### src/rtl/frac_pll_ctrl.sv
module frac_pll_ctrl #(
  parameter int RATE_W = 32,
  parameter int FRAC_W = 22,
  parameter int ND_W   = 7,
  parameter int REG_W  = 32,
  parameter int ND_LSB = 2,
  parameter logic [RATE_W-1:0] FOUT_MIN = RATE_W'(620000000),
  parameter logic [RATE_W-1:0] FOUT_MAX = RATE_W'(700000000)
) (
  input  logic              clk,
  input  logic              rst_n,
  input  logic              start,
  input  logic              clamp_en,
  input  logic [RATE_W-1:0] req_rate,
  input  logic [RATE_W-1:0] ref_rate,
  output logic              busy,
  output logic              done,
  output logic              err,
  output logic [ND_W-1:0]   nd,
  output logic [FRAC_W-1:0] fracr,
  output logic [RATE_W-1:0] rate_out,
  input  logic              pll_on,
  input  logic              pll_off,
  output logic              cmd_valid,
  input  logic              cmd_ready,
  output logic              cmd_reg,
  output logic [REG_W-1:0]  cmd_mask,
  output logic [REG_W-1:0]  cmd_data
);

  localparam int DW = RATE_W + FRAC_W;
  localparam int CW = $clog2(DW + 1);
  localparam logic [DW-1:0] ND_LIM_W = DW'((2 ** ND_W) - 1);
  localparam logic [DW-1:0] FMASK_W  = DW'((2 ** FRAC_W) - 1);
  localparam logic [DW:0]   HALF     = (DW+1)'(1) << (FRAC_W - 1);
  localparam logic [REG_W-1:0] RSTN_B = REG_W'(1);
  localparam logic [REG_W-1:0] EN_B   = REG_W'(2);
  localparam logic [REG_W-1:0] NDF    = REG_W'((2 ** ND_W) - 1) << ND_LSB;
  localparam logic [REG_W-1:0] FRF    = REG_W'((2 ** FRAC_W) - 1);

  typedef enum logic [2:0] {S_IDLE, S_DIV1, S_CHK1, S_DIV2, S_CHK2, S_RESP} calc_t;

  calc_t             st;
  logic [RATE_W-1:0] ref_q, rem, eff, rem_nx, q1, ach;
  logic [DW-1:0]     quo;
  logic [CW-1:0]     cnt;
  logic [ND_W-1:0]   pend_nd;
  logic [RATE_W:0]   trial;
  logic [DW:0]       prod;
  logic              take, range_bad;

  always_comb begin
    eff = req_rate;
    if (clamp_en && req_rate < FOUT_MIN) eff = FOUT_MIN;
    if (clamp_en && req_rate > FOUT_MAX) eff = FOUT_MAX;
  end

  assign range_bad = !clamp_en && (req_rate < FOUT_MIN || req_rate > FOUT_MAX);

  assign trial  = {rem, quo[DW-1]};
  assign take   = trial >= {1'b0, ref_q};
  assign rem_nx = take ? RATE_W'(trial - {1'b0, ref_q}) : trial[RATE_W-1:0];

  assign q1   = RATE_W'(pend_nd) + RATE_W'(1);
  assign prod = (DW+1)'(ref_q) * (DW+1)'(quo[FRAC_W-1:0]);
  assign ach  = RATE_W'(ref_q * q1) + RATE_W'((prod + HALF) >> FRAC_W);

  assign busy = (st == S_DIV1) || (st == S_CHK1) || (st == S_DIV2) || (st == S_CHK2);
  assign done = (st == S_RESP);

  always_ff @(posedge clk or negedge rst_n) begin
    if (!rst_n) begin
      st       <= S_IDLE;
      ref_q    <= '0;
      quo      <= '0;
      rem      <= '0;
      cnt      <= '0;
      pend_nd  <= '0;
      err      <= 1'b0;
      nd       <= '0;
      fracr    <= '0;
      rate_out <= '0;
    end else begin
      case (st)
        S_IDLE: if (start) begin
          ref_q <= ref_rate;
          if (range_bad || ref_rate == '0) begin
            err <= 1'b1;
            st  <= S_RESP;
          end else begin
            quo <= DW'(eff);
            rem <= '0;
            cnt <= CW'(DW);
            st  <= S_DIV1;
          end
        end
        S_DIV1, S_DIV2: begin
          quo <= {quo[DW-2:0], take};
          rem <= rem_nx;
          cnt <= cnt - CW'(1);
          if (cnt == CW'(1)) st <= (st == S_DIV1) ? S_CHK1 : S_CHK2;
        end
        S_CHK1: begin
          if (quo == '0 || quo >= ND_LIM_W) begin
            err <= 1'b1;
            st  <= S_RESP;
          end else begin
            pend_nd <= quo[ND_W-1:0] - ND_W'(1);
            quo     <= {rem, {FRAC_W{1'b0}}} + DW'(ref_q >> 1);
            rem     <= '0;
            cnt     <= CW'(DW);
            st      <= S_DIV2;
          end
        end
        S_CHK2: begin
          if (quo > FMASK_W) begin
            err <= 1'b1;
          end else begin
            err      <= 1'b0;
            nd       <= pend_nd;
            fracr    <= quo[FRAC_W-1:0];
            rate_out <= ach;
          end
          st <= S_RESP;
        end
        default: st <= S_IDLE;
      endcase
    end
  end

  logic              seq_act, seq_dis, seq_last;
  logic [1:0]        seq_idx;
  logic [ND_W-1:0]   cap_nd;
  logic [FRAC_W-1:0] cap_fr;

  assign cmd_valid = seq_act;
  assign seq_last  = seq_dis ? (seq_idx == 2'd1) : (seq_idx == 2'd3);

  always_ff @(posedge clk or negedge rst_n) begin
    if (!rst_n) begin
      seq_act <= 1'b0;
      seq_dis <= 1'b0;
      seq_idx <= '0;
      cap_nd  <= '0;
      cap_fr  <= '0;
    end else if (!seq_act) begin
      if (pll_on) begin
        seq_act <= 1'b1;
        seq_dis <= 1'b0;
        seq_idx <= '0;
        cap_nd  <= nd;
        cap_fr  <= fracr;
      end else if (pll_off) begin
        seq_act <= 1'b1;
        seq_dis <= 1'b1;
        seq_idx <= '0;
      end
    end else if (cmd_ready) begin
      if (seq_last) seq_act <= 1'b0;
      else          seq_idx <= seq_idx + 2'd1;
    end
  end

  always_comb begin
    cmd_reg  = 1'b0;
    cmd_mask = RSTN_B;
    cmd_data = '0;
    case ({seq_dis, seq_idx})
      3'b001: cmd_data = RSTN_B;
      3'b010: begin
        cmd_reg  = 1'b1;
        cmd_mask = FRF;
        cmd_data = REG_W'(cap_fr);
      end
      3'b011: begin
        cmd_mask = EN_B | NDF;
        cmd_data = EN_B | (REG_W'(cap_nd) << ND_LSB);
      end
      3'b100: cmd_mask = EN_B;
      default: ;
    endcase
  end

  AST_DONE_PULSE: assert property (@(posedge clk) disable iff (!rst_n)
    done |=> !done);
  AST_IDLE_AT_DONE: assert property (@(posedge clk) disable iff (!rst_n)
    done |-> !busy);
  AST_ERR_KEEPS: assert property (@(posedge clk) disable iff (!rst_n)
    done && err |-> $stable(nd) && $stable(fracr) && $stable(rate_out));
  AST_ND_RANGE: assert property (@(posedge clk) disable iff (!rst_n)
    done && !err |-> nd < ND_W'((2 ** ND_W) - 2));
  AST_STALL_HOLD: assert property (@(posedge clk) disable iff (!rst_n)
    cmd_valid && !cmd_ready |=> cmd_valid && $stable(cmd_reg) && $stable(cmd_mask) && $stable(cmd_data));
  AST_SEQ_OPENS: assert property (@(posedge clk) disable iff (!rst_n)
    $rose(cmd_valid) |-> !cmd_reg && cmd_data == '0);

endmodule

### config.mk
export PLATFORM = sky130hd
export DESIGN_NAME = frac_pll_ctrl
export DESIGN_NICKNAME = d
export VERILOG_FILES = /design/src/rtl/frac_pll_ctrl.sv
export SDC_FILE = /design/constraint.sdc
export NUM_CORES = 2
export LEC_CHECK = 0
export ABC_CLOCK_PERIOD_IN_PS = 29100
export BUFFER_PORTS_ARGS = -buffer_cell sky130_fd_sc_hd__buf_2
export CORE_ASPECT_RATIO = 1.4
export CORE_UTILIZATION = 35
export CTS_CLUSTER_SIZE = 25
export DETAILED_ROUTE_END_ITERATION = 8
export GPL_TIMING_DRIVEN = 0
export RECOVER_POWER = 50
export SYNTH_ARGS = -nofsm -noshare
export SYNTH_HDL_FRONTEND = slang
export SYNTH_SLANG_ARGS = --single-unit
### constraint.sdc
create_clock -name clk -period 29.1 [get_ports clk]
set_input_delay 2.91 -clock clk [delete_from_list [all_inputs] [get_ports clk]]
set_output_delay 2.91 -clock clk [all_outputs]
set_load 0.01 [all_outputs]
# Word-level counts from Yosys, hierarchy flattened
# Index checks and enable logic that the tools add are counted.
# word_totals
ff_bits,229
in_bits,71
output_inout_bits,130
# classes
addsub,8
mul,2
order_cmp,5
eq_ne,20
n_mux,42
bitwise,3
n_reduce_logical,27
# op_table
operator,n
$mux 32,6
$mux 54,3
$pmux 54 s3,1
$pmux 22 s3,2
$pmux 32 s3,1
$add 54x22->54 const B,1
$add 54x31->54,1
$ge 54x7->1 const B,1
$gt 54x22->1 const B,1
$logic_not 54->1,1
$mul 32x22->54,1
$ge 33x32->1,1
$add 32x32->32,1
$gt 32x30->1 const B,1
$logic_not 32->1,1
$lt 32x30->1 const B,1
$mul 32x8->32,1
$sub 32x32->32,1
$mux 6,3
$pmux 6 s3,1
$mux 3,5
$ne 2x2->1 const B,7
$mux 1,13
$eq 3x2->1 const B,4
24 further kinds,48

# Longest topological paths before layout
# logic_depth
depth_word,7
mapped_depth,48

# Worst setup path after synthesis
# No wires, ideal clock.
# synth_timing
path_type,register -> register
startpoint,reg quo[6]
endpoint,reg rate_out[24]
setup_time_ns,0.130
arrival_time_ns,10.874
slack_ns,18.096
stages_incl_launch_ff,44
n_path_buf,3
path_cell_list,dfrtp_1 -> clkbuf_1 -> inv_1 -> clkbuf_1 -> clkbuf_1 -> nor2_1 -> fa_1 -> fa_1 -> inv_1 -> fa_1 -> fa_1 -> inv_1 -> fa_1 -> fa_1 -> inv_1 -> fa_1 -> inv_1 -> ha_1 -> [... 8 more ...] -> fa_1 -> fa_1 -> inv_1 -> ha_1 -> inv_1 -> fa_1 -> inv_1 -> ha_1 -> a21o_1 -> a21o_1 -> a2111o_1 -> a21oi_1 -> o31a_2 -> o21ai_0 -> or4_1 -> a31oi_1 -> xor2_1 -> o21ai_1
# synth_between
elab_chain_len,3
# synth_lines
item,line,source
"start, declared",45,logic [DW-1:0] quo;
"start signal, assigned",91,quo <= DW'(eff);
"start signal, assigned",98,"quo <= {quo[DW-2:0], take};"
"start signal, assigned",109,"quo <= {rem, {FRAC_W{1'b0}}} + DW'(ref_q >> 1);"
$mul 32x22->54 / $gt 54x22->1 (equally long branches),"65, 116",
$add 54x22->54 / $not 1->1 (equally long branches),n/a,
$add 32x32->32 / $reduce_and 2->1 (equally long branches),n/a,
"end signal, assigned",122,rate_out <= ach;
"end, declared",21,"output logic [RATE_W-1:0] rate_out,"
# Several ways; a longest one is shown, not always the timed one.
# A chain may end at the register's enable or synchronous reset.

# Worst setup path after layout
# Same ends and word-level chain as after synthesis.

==> out/metrics.yaml <==
clock_network:
  htree_num_levels: 1
  ctsResizeCount: 0
  clockRootBuffer: "clkbuf_16"
  cts_buffers: 25
  post_cts_buffers: 0
  holdBufCountCts: 0
  cts_tree: "yes"
  clk_pin_slew_ps: 60
  clk_latency_ps: 560
  clock-sinks: 229
  cts.path.max_buffers: 3
critical_path:
  crit_family: "adder cells"
  start_kind: "flip-flop"
  endpoint_kind: "flip-flop"
  path_class: "flip-flop to flip-flop"
  arrival_ps: 15310
  cp_num_buf_inv: 7
  cp_max_fo: 10
  cp_slowest_stage_delay_ps: 870
  cpMostUsedCell: "fa_1"
  crit_slowest_cell: "xnor2_1"
  worstPathRequired_ps: 29510
sta:
  setup_viol: 0
  slew_violations: 244
  hold_viol_final: 0
  rsz0062_at_grt: "no"
  fin_skew_ps: 29.4
  min_period_over_period_pct: 51.2
  period_needed_ps: 14900
  slew_headroom_pct: -251
  setup_ws_ps: 14200
  fmax_mhz: 67.1
  fin_tns_setup_ps: 0
  worst_pin_slew_ps: 5260
logic_synthesis:
  syn_avg_cell_area_um2: 8.89
  ys_seq_area_share_pct: 13.6
  synth-seq-cells: 229
  synth_top_area_share_pct: 37.4
  synth_area_mm2: 0.0420
  async_reset_ff_share_pct: 100
  synth_ff_type: "dfrtp_1"
  yosysTopAreaCell: "fa_1"
  syn_inst: 4727
  synth_edf_count: 0
  synth_cell_type_count: 79
  ys_warn_count: 0
  synth_area_leaders: "fa_1 (37%), dfrtp_1 (14%), ha_1 (8.5%), inv_1 (7.9%), nand2_1 (6.9%)"
drt:
  drc: 0
  wire_per_inst_um: 24.2
  first_pass_iters: 7
  num_vias: 34900
  drt-initial-drc-count: 3120
  wl_mm: 159
  routed_via_density: 5.30
  antenna_left: 0
run:
  cap_violations: 4
placement:
  gp_congestion: 1.01
  post-place-ws_ps: 14550
  dp_hpwl_mm: 129
  io_buffers: 180
global_routing:
  grt_pass1_vias: 36100
  antenna_found_initial: 10
  grt_max_degree: 97
  grt.total_usage_pct: 26.4
  gr-total-overflow: 0
  grt_first_pass_wirelength_mm: 235
final_layout:
  finalNetCount: 6098
  nFillCells: 12200
  drive_gt1_share_pct: 7.24
  area_delta_synth_final_pct: 9.02
outcome:
  status: "complete, but fails checks"
  violations: "capacitance limit, slew limit"
floorplan:
  core_area_mm2: 0.119
  num_rows: 150
  start_util_pct: 35.2
  die_area_mm2: 0.121
  die_h_um: 412
  io_pins: 201
  die_x_um: 295
hold_path:
  min_path_type: "flip-flop to flip-flop"
==> worst paths after layout <==
path / slack [ps] / endpoint / cells after the start / from
hold reg to reg: 480 / rate_out[7]$_DFFE_PN0P_ / 1 / rate_out[7]$_DFFE_PN0P_
min in group asynchronous: 3150 / cap_fr[13]$_DFFE_PN0P_ / 1 / rst_n
hold / removal: 480 / rate_out[7]$_DFFE_PN0P_ / 1 / rate_out[7]$_DFFE_PN0P_
setup reg to reg: 14200 / rate_out[24]$_DFFE_PN0P_ / 38 / quo[6]$_DFFE_PN0P_
setup / recovery: 14200 / rate_out[24]$_DFFE_PN0P_ / 38 / quo[6]$_DFFE_PN0P_
max in group asynchronous: 16410 / rate_out[17]$_DFFE_PN0P_ / 3 / rst_n
==> logic make-up (layout without fill, tap and decap cells) <==
logic type,count (synthesis),count (layout),synth area share (%)
and+or+nand+nor,1457,1457,16.0
other,1,27,0.00893
adders and majority gates,1072,1072,46.0
DFF,229,229,13.6
muxes,73,73,1.92
buffers and inverters,1200,1427,11.2
AOI/OAI and AO/OA,556,556,8.41
xor gates and xnor gates,139,139,2.90
==> through the flow <==
step	instances	hold WS [ps]	utilization, %	instance area [um^2]
final	6576	483	38.4	45800
after global routing	6570	503	38.4	45800
after CTS	6569	479	38.5	45800
after detailed placement	6524	465	37.8	45000
after global placement	6522	463	37.7	45000
after floorplan	4746	471	-	42100
==> registers in the layout, summed over array words and instances (netlist names) <==
| name | cells |
|---|---|
| ref_q | 32 |
| cap_nd | 7 |
| cnt | 6 |
| seq_dis | 1 |
| pend_nd | 7 |
| err | 1 |
| rate_out | 32 |
| st | 3 |
| rem | 32 |
| fracr | 22 |
| cmd_valid | 1 |
| seq_idx | 2 |
| cap_fr | 22 |
| nd | 7 |
| quo | 54 |
==> synthesized netlist by cell type (all sizes together), types with 5 or more instances <==
master / n
inv: 884
fa: 785
nand2: 770
ha: 287
and2: 277
clkbuf: 241
dfrtp: 229
o21ai: 200
nor2: 175
a21oi: 121
xnor2: 84
buf: 74
mux2: 60
a21o: 58
xor2: 55
nand2b: 48
a22oi: 38
nand3: 38
nor3: 27
nand4: 23
nor4: 23
nor2b: 20
a222oi: 19
and3: 17
a31oi: 14
mux2i: 13
o21bai: 13
o21a: 11
or2: 11
a211oi: 10
o211ai: 10
or3: 9
a221oi: 8
a22o: 8
o31ai: 6
and4: 5
o31a: 5
==> layout by cell type (no fill, tap or decap), types with 7 or more instances in the layout <==
| cell type | netlist | final |
|---|---|---|
| inv_1 | 884 | 884 |
| fa_1 | 785 | 785 |
| nand2_1 | 769 | 769 |
| ha_1 | 287 | 287 |
| and2_1 | 277 | 276 |
| clkbuf_1 | 241 | 255 |
| dfrtp_1 | 229 | 229 |
| buf_2 | 15 | 190 |
| o21ai_0 | 189 | 189 |
| nor2_1 | 174 | 174 |
| a21oi_1 | 119 | 119 |
| xnor2_1 | 84 | 84 |
| mux2_2 | 60 | 60 |
| a21o_1 | 58 | 58 |
| xor2_1 | 55 | 54 |
| nand2b_1 | 48 | 48 |
| buf_4 | 45 | 44 |
| nand3_1 | 38 | 38 |
| a22oi_1 | 38 | 38 |
| nor3_1 | 27 | 27 |
| clkbuf_16 | 0 | 25 |
| nand4_1 | 23 | 23 |
| nor4_1 | 23 | 23 |
| nor2b_1 | 20 | 20 |
| conb_1 | 1 | 20 |
| a222oi_1 | 19 | 19 |
| and3_1 | 17 | 17 |
| a31oi_1 | 13 | 13 |
| o21bai_1 | 13 | 13 |
| mux2i_1 | 13 | 13 |
| buf_1 | 14 | 12 |
| o21a_1 | 11 | 11 |
| o211ai_1 | 10 | 10 |
| o21ai_1 | 9 | 9 |
| or3_1 | 9 | 9 |
| a211oi_1 | 9 | 9 |
| or2_2 | 9 | 9 |
| a221oi_1 | 8 | 8 |
| a22o_1 | 8 | 8 |
| diode_2 | 0 | 7 |
==> metal layers <==
metal	wire (um)	vias up	part of all wire (%)	GRT usage, %
li1	-	14900	-	-
met2	75900	1625	48	44.1
met4	14600	6	9.2	19.6
met5	38	-	0.024	0
met3	12000	539	7.5	4.47
met1	56700	17800	36	30.4
==> worst reg2reg max path: cells and delay by family (launching register included) <==
family / cells / cell delay, ps
buffers and inverters: 7 / 2400
and+or+nand+nor: 3 / 750
DFF: 1 / 350
AOI/OAI and AO/OA: 13 / 3960
adders and majority gates: 13 / 6190
xor gates and xnor gates: 2 / 1140
==> layout make-up <==
type	count	area [um^2]	area share [%]
inverters	885	3320	7.25
diodes	7	17.5	0.0382
multi-input cells	3317	31700	69.1
flip-flops and latches	229	5730	12.5
plain buffers	315	1370	2.98
repair buffers	182	902	1.97
clock inverters	12	103	0.224
clock buffers	33	696	1.52
well taps	1596	2000	4.36
Power is not shown: default switching activity piles up to over one toggle a cycle in this logic, so the estimate is an artifact.
